==> src/rtl/ncg_pkg.sv <==
// Package: shared sizing for the two-phase generator.
// Assumes the counter width stays small, since one decode line is built per state.
package ncg_pkg;
    localparam int DEFAULT_CNT_W = 2;

    // Number of decode lines for a given counter width.
    function automatic int lines_for(input int cnt_w);
        return 1 << cnt_w;
    endfunction
endpackage

==> src/rtl/ncg_step_counter.sv <==
// Module: free-running wrap-around state counter.
// Advances by one on each rising edge with en high and holds while en is low.
// Assumes rst_n is synchronous to clk.
module ncg_step_counter #(
    parameter int CNT_W = ncg_pkg::DEFAULT_CNT_W
) (
    input  logic             clk,
    input  logic             rst_n,
    input  logic             en,
    output logic [CNT_W-1:0] count_q
);
    // Purpose: count states, reset to 0, freeze when disabled.
    always_ff @(posedge clk) begin
        if (!rst_n)
            count_q <= '0;
        else if (en)
            count_q <= count_q + CNT_W'(1);
    end
endmodule

==> src/rtl/ncg_line_decoder.sv <==
// Module: combinational one-hot decode of the counter state.
// Every line is forced low while en is low, so the registered copy goes idle.
// Assumes NUM_LINES equals 2**CNT_W.
module ncg_line_decoder #(
    parameter int CNT_W     = ncg_pkg::DEFAULT_CNT_W,
    parameter int NUM_LINES = ncg_pkg::lines_for(CNT_W)
) (
    input  logic                 en,
    input  logic [CNT_W-1:0]     count_q,
    output logic [NUM_LINES-1:0] lines
);
    // Purpose: build one comparator per state.
    for (genvar k = 0; k < NUM_LINES; k++) begin : g_line
        assign lines[k] = en && (count_q == CNT_W'(k));
    end
endmodule

==> src/rtl/ncg_phase_regs.sv <==
// Module: output register stage for the decode lines and the two phases.
// The phases have their own flops, so no combinational path reaches an output.
// Assumes PHI1_IDX and PHI2_IDX are distinct and non-adjacent in the ring.
module ncg_phase_regs #(
    parameter int NUM_LINES = 4,
    parameter int PHI1_IDX  = 0,
    parameter int PHI2_IDX  = 2
) (
    input  logic                 clk,
    input  logic                 rst_n,
    input  logic [NUM_LINES-1:0] lines,
    output logic [NUM_LINES-1:0] dec_q,
    output logic                 phi1_q,
    output logic                 phi2_q
);
    // Purpose: capture the decode lines and the phase taps, clear them on reset.
    always_ff @(posedge clk) begin
        if (!rst_n) begin
            dec_q  <= '0;
            phi1_q <= 1'b0;
            phi2_q <= 1'b0;
        end else begin
            dec_q  <= lines;
            phi1_q <= lines[PHI1_IDX];
            phi2_q <= lines[PHI2_IDX];
        end
    end
endmodule

==> src/rtl/ncg_two_phase_gen.sv <==
// Module: top of the two-phase non-overlapping strobe generator.
// A counter feeds a one-hot decoder, and the registered lines half a ring apart
// become phi1 and phi2.
// Assumes rst_n and en are synchronous to clk.
module ncg_two_phase_gen #(
    parameter int CNT_W = ncg_pkg::DEFAULT_CNT_W
) (
    input  logic                                  clk,
    input  logic                                  rst_n,
    input  logic                                  en,
    output logic                                  phi1,
    output logic                                  phi2,
    output logic [ncg_pkg::lines_for(CNT_W)-1:0]  dec_lines
);
    localparam int NUM_LINES = ncg_pkg::lines_for(CNT_W);
    localparam int PHI1_IDX  = 0;
    localparam int PHI2_IDX  = NUM_LINES / 2;

    logic [CNT_W-1:0]     count_q;
    logic [NUM_LINES-1:0] lines;

    ncg_step_counter #(.CNT_W(CNT_W)) u_cnt (
        .clk     (clk),
        .rst_n   (rst_n),
        .en      (en),
        .count_q (count_q)
    );

    ncg_line_decoder #(.CNT_W(CNT_W), .NUM_LINES(NUM_LINES)) u_dec (
        .en      (en),
        .count_q (count_q),
        .lines   (lines)
    );

    ncg_phase_regs #(
        .NUM_LINES (NUM_LINES),
        .PHI1_IDX  (PHI1_IDX),
        .PHI2_IDX  (PHI2_IDX)
    ) u_regs (
        .clk    (clk),
        .rst_n  (rst_n),
        .lines  (lines),
        .dec_q  (dec_lines),
        .phi1_q (phi1),
        .phi2_q (phi2)
    );
endmodule

==> config.mk <==
export PLATFORM = sky130hd
export DESIGN_NAME = ncg_two_phase_gen
export DESIGN_NICKNAME = d
export VERILOG_FILES = /design/src/rtl/ncg_pkg.sv /design/src/rtl/ncg_step_counter.sv /design/src/rtl/ncg_line_decoder.sv /design/src/rtl/ncg_phase_regs.sv /design/src/rtl/ncg_two_phase_gen.sv
export SDC_FILE = /design/constraint.sdc
export NUM_CORES = 1
export LEC_CHECK = 0
export ABC_AREA = 1
export BUFFER_PORTS_ARGS = -buffer_cell sky130_fd_sc_hd__buf_2
export CORE_AREA = 4 4 41 43
export CTS_CLUSTER_SIZE = 25
export DETAILED_ROUTE_END_ITERATION = 8
export DIE_AREA = 0 0 45 47
export PLACE_DENSITY_LB_ADDON = 0.15
export SLEW_MARGIN = 15
export SYNTH_ARGS = -nofsm -noshare
export SYNTH_HDL_FRONTEND = slang
export SYNTH_HIERARCHICAL = 1
export SYNTH_SLANG_ARGS = --single-unit
==> constraint.sdc <==
create_clock -name clk -period 1 [get_ports clk]
set_input_delay 0.05 -clock clk [delete_from_list [all_inputs] [get_ports clk]]
set_output_delay 0.05 -clock clk [all_outputs]
set_load 0.005 [all_outputs]
# ---- Word-level counts from Yosys, hierarchy flattened
# Index checks and enable logic that the tools add are counted.
dict set report totals {
  ff_bits 8
  latchBits 0
  ramBits 0
  rom_bits 0
  in_bits 3
  output_inout_bits 6
  elab_cells 13
  n_memories 0
}
dict set report classes {
  addsub 1
  mul 0
  div 0
  n_lt_le_gt_ge 0
  eq_ne 3
  shift 0
  mux 0
  n_bitwise 0
  reduce_logical 5
}
# operator n
set ops {}
lappend ops {{$eq A2 B2 Y1 const B} 2}
lappend ops {{$logic_and A1 B1 Y1} 4}
lappend ops {{$add A2 B1 Y2 const B} 1}
lappend ops {{$eq A2 B1 Y1 const B} 1}
lappend ops {{$logic_not A2 Y1} 1}

# ---- Depth between registers and ports, before layout
dict set report depth {
  word_depth 2
  ltp_mapped 5
}

# ---- Hierarchy
# The synthesis kept the hierarchy.
# module instances cells_each area_per_inst_um2 seq_area_each_um2
set by_module_without_submodules {}
lappend by_module_without_submodules {ncg_phase_regs 1 14 125.1 80.1}
lappend by_module_without_submodules {ncg_step_counter 1 10 72.6 40.0}
lappend by_module_without_submodules {ncg_line_decoder 1 8 30.0 0.0}

# ---- Worst setup path before layout
# Ideal clock, no wire load.
dict set report synth_path {
  kind {register -> register}
  start {register u_cnt.count_q[0]}
  end {register u_regs.dec_q[2]}
  arrival_ns 0.592
  required_ns 0.891
  slack_ns 0.299
  path_stages_with_launch 6
  path_buffers 0
  period_less_slack_ns 0.701
  path_cell_list {dfxtp_1 inv_1 nand2_1 nor2_1 nand2_1 inv_1}
}
dict set report synth_between {
  elab_chain_cells 2
}
# element line_no
set synth_lines {}
lappend synth_lines {{start: declaration} ncg_step_counter.sv:10} ;# output logic [CNT_W-1:0] count_q
lappend synth_lines {{start signal: assignment} ncg_step_counter.sv:17} ;# count_q <= count_q + CNT_W'(1);
lappend synth_lines {{$eq A2 B2 Y1} ncg_line_decoder.sv:14} ;# assign lines[k] = en && (count_q == CNT_W'(k));
lappend synth_lines {{$logic_and A1 B1 Y1} ncg_line_decoder.sv:14}
lappend synth_lines {{named net lines[2]} ncg_two_phase_gen.sv:20} ;# logic [NUM_LINES-1:0] lines;
lappend synth_lines {{end signal: assignment} ncg_phase_regs.sv:23} ;# dec_q <= lines;
lappend synth_lines {{end: declaration} ncg_phase_regs.sv:12} ;# output logic [NUM_LINES-1:0] dec_q,
# The timed path passes the listed nets, and every way through them passes these cells.
# A chain may end at the register's enable or synchronous reset.

# ---- Worst setup path after layout
dict set report layout_path {
  start {register u_cnt.count_q[0]}
  end {register u_regs.dec_q[0]}
}
dict set report layout_between {
  elab_chain_cells 2
}
# element line_no
set layout_lines {}
lappend layout_lines {{$logic_not A2 Y1} ncg_line_decoder.sv:14}
lappend layout_lines {{$logic_and A1 B1 Y1} ncg_line_decoder.sv:14}
lappend layout_lines {{named net lines[0]} ncg_two_phase_gen.sv:20}
# The timed path passes the listed nets, and every way through them passes these cells.

==> results.toml <==
[layout]
nFillCells = 152
drive_gt1_share_pct = 26.83
final_nets = 46
final_common_cell = "nand2_1"
final_cell_mix = "nand2_1, buf_2, nor2_1"
syn_to_final_growth_pct = 29.12
final_area_um2 = 294.0
antenna_cells = 0

[synth]
synthAdderAreaFrac_pct = 0
yosysTopAreaCell = "dfxtp_1"
syn_nets = 35
muxShareOfSynthArea_pct = 0
synth_top_family_by_area = "simple AND/OR/NAND/NOR gates"
syn_area_per_cell_um2 = 7.116
synth.area.top_cells = "dfxtp_1, nand2_1, nor2_1"
synth_compound_area_share_pct = 2.198
synthXorXnorAreaFrac_pct = 0
synth_seq_cells = 6
syn_area_um2 = 227.7
yosysWarnings = 6
synth_cell_type_count = 7
syn_inst = 32
synth-seq-area-share_pct = 52.75
synth-simple-area-share_pct = 28.57
synth_top_area_share_pct = 52.75

[routing]
top_layer_used = "met4"
drt-met1-wl_um = 170
first_pass_iters = 1
drtAntennaViolNets = 0
drt-total-wl_um = 375
drc = 0
avgRoutedWirePerCell_um = 6.696
viasPerCell = 3.482
wl_met2_um = 130
vias = 195
dr_wl_met3_um = 59
drt-initial-drc-count = 0

[clock_tree]
cts_resized = 0
htree_num_levels = 1
cts.sinks = 6
clockRootBuffer = "clkbuf_4"
clkTransAtPathRegs_ps = 50
cts_tree = "yes"
cts_hold_buf = 0
cts_setup_buffers = 0
numCtsBuffers = 3
clockBufferDepth = 2
clock_latency_ps = 240

[grt]
antenna_found_initial = 0
grt_pass1_wl_um = 579
overflow = 0
grt_start_max_net_pins = 7
grt_usage_pct = 4.751
grt_pass1_vias = 143

[die]
num_io_pins = 9
dieArea_mm2 = 0.002115
start_util_pct = 17.50
die_w_um = 45
core.rowCount = 13
placeableCoreArea_mm2 = 0.001301
die_h_um = 47

[sta]
finalCriticalPeriod_ps = 751.9
period_share_pct = 75.19
grt_setup_unrepaired = "no"
layout_setup_ws_ps = 248.1
slew_headroom_pct = 88.25
hold_viol = 0
finClkSkew_ps = 4.559
hold_slack_ps = 77.37
finalSetupTns_ps = 0
maxSlewViolCount = 0
fmax_mhz = 1330
worstMarginPinSlew_ps = 176.1
setup_viol_count_final = 0

[critical_path]
rrSetupSlack_ps = 250
end_kind = "register"
worstSetupPathType = "register to register"
critPathMaxFanout = 6
r2r_end = "u_regs/dec_q[0]"
endpoint = "u_regs/dec_q[0]"
start_kind = "register"
rr_worst_depth = 5
critPathLaunch = "u_cnt/count_q[0]"
crit_required_ps = 1130
cp.arrival_ps = 890
r2r-start = "u_cnt/count_q[0]"

[run]
drv_cap = 0

[power]
ir_worst_vdd_v = 0.0007242
power_density_mw_per_mm2 = 1759
power_leakage_nw = 0.1776

[placed_design]
dp_slack_ps = 249.3
placed_area_um2 = 271.5
place.gp.congestion = 0.6885
post-dp-hpwl_um = 281.9
port_buffers = 8

[worst_hold_path]
min_path_type = "primary input to register"

[status]
status = "finished clean"
[how the worst min path moves through the flow]
stage	slack, ps	cells past startpoint	to	from
global route	80	3	u_regs/dec_q[2]	rst_n
finish	80	3	u_regs/dec_q[3]	rst_n
global placement	310	3	u_regs/dec_q[1]	rst_n
floorplan	140	2	u_regs/dec_q[1]	rst_n
detailed placement	320	3	u_regs/dec_q[2]	rst_n
CTS	60	3	u_regs/dec_q[2]	rst_n
[logic make-up after synthesis]
logic type	Yosys count
and+or+nand+nor	17
AOI/OAI and AO/OA	1
buffers and inverters	8
DFF	6
[area by class of cell]
type | instances | area [um^2] | area share, %
Timing Repair Buffer | 8 | 40.04 | 13.62
Multi-Input combinational cell | 18 | 70.07 | 23.83
Sequential cell | 6 | 120.1 | 40.85
Inverter | 6 | 22.52 | 7.660
Clock buffer | 3 | 22.52 | 7.660
Tap cell | 15 | 18.77 | 6.383
[registers in the layout, indices dropped and copies added, names as in the netlist]
register	count
u_regs/dec_q	4
u_cnt/count_q	2
[worst max-delay path, stage by stage (launching register included)]
cell and delay (ps):
dfxtp_1 400, inv_1 60, nand2_1 70, nor2_1 40
nand2_1 50, inv_1 30
[through the flow]
step / utilization [%] / instances / power [mW]
after floorplan: - / 32 / 0.2891
after global placement: 20.87 / 53 / 0.3046
after detailed placement: 20.87 / 53 / 0.3049
after CTS: 22.60 / 56 / 0.5326
after global routing: 22.60 / 56 / 0.5515
final: 22.60 / 56 / 0.5172
[Yosys cell counts]
library cell	count
nand3_1	1
a21oi_1	1
inv_1	6
dfxtp_1	6
buf_4	2
nand2_1	9
nor2_1	7
[routing by layer]
metal | vias up | GRT usage, %
met4 | 0 | 8.772
li1 | 110 | -
met3 | 2 | 3.831
met1 | 75 | 4.805
met2 | 8 | 3.955
met5 | - | 0
[power by group]
part           internal [mW]  switching (mW)
registers              0.251         0.00880
clock network          0.135          0.0818
logic                 0.0179          0.0222
Power figures use the tool's default switching activity.
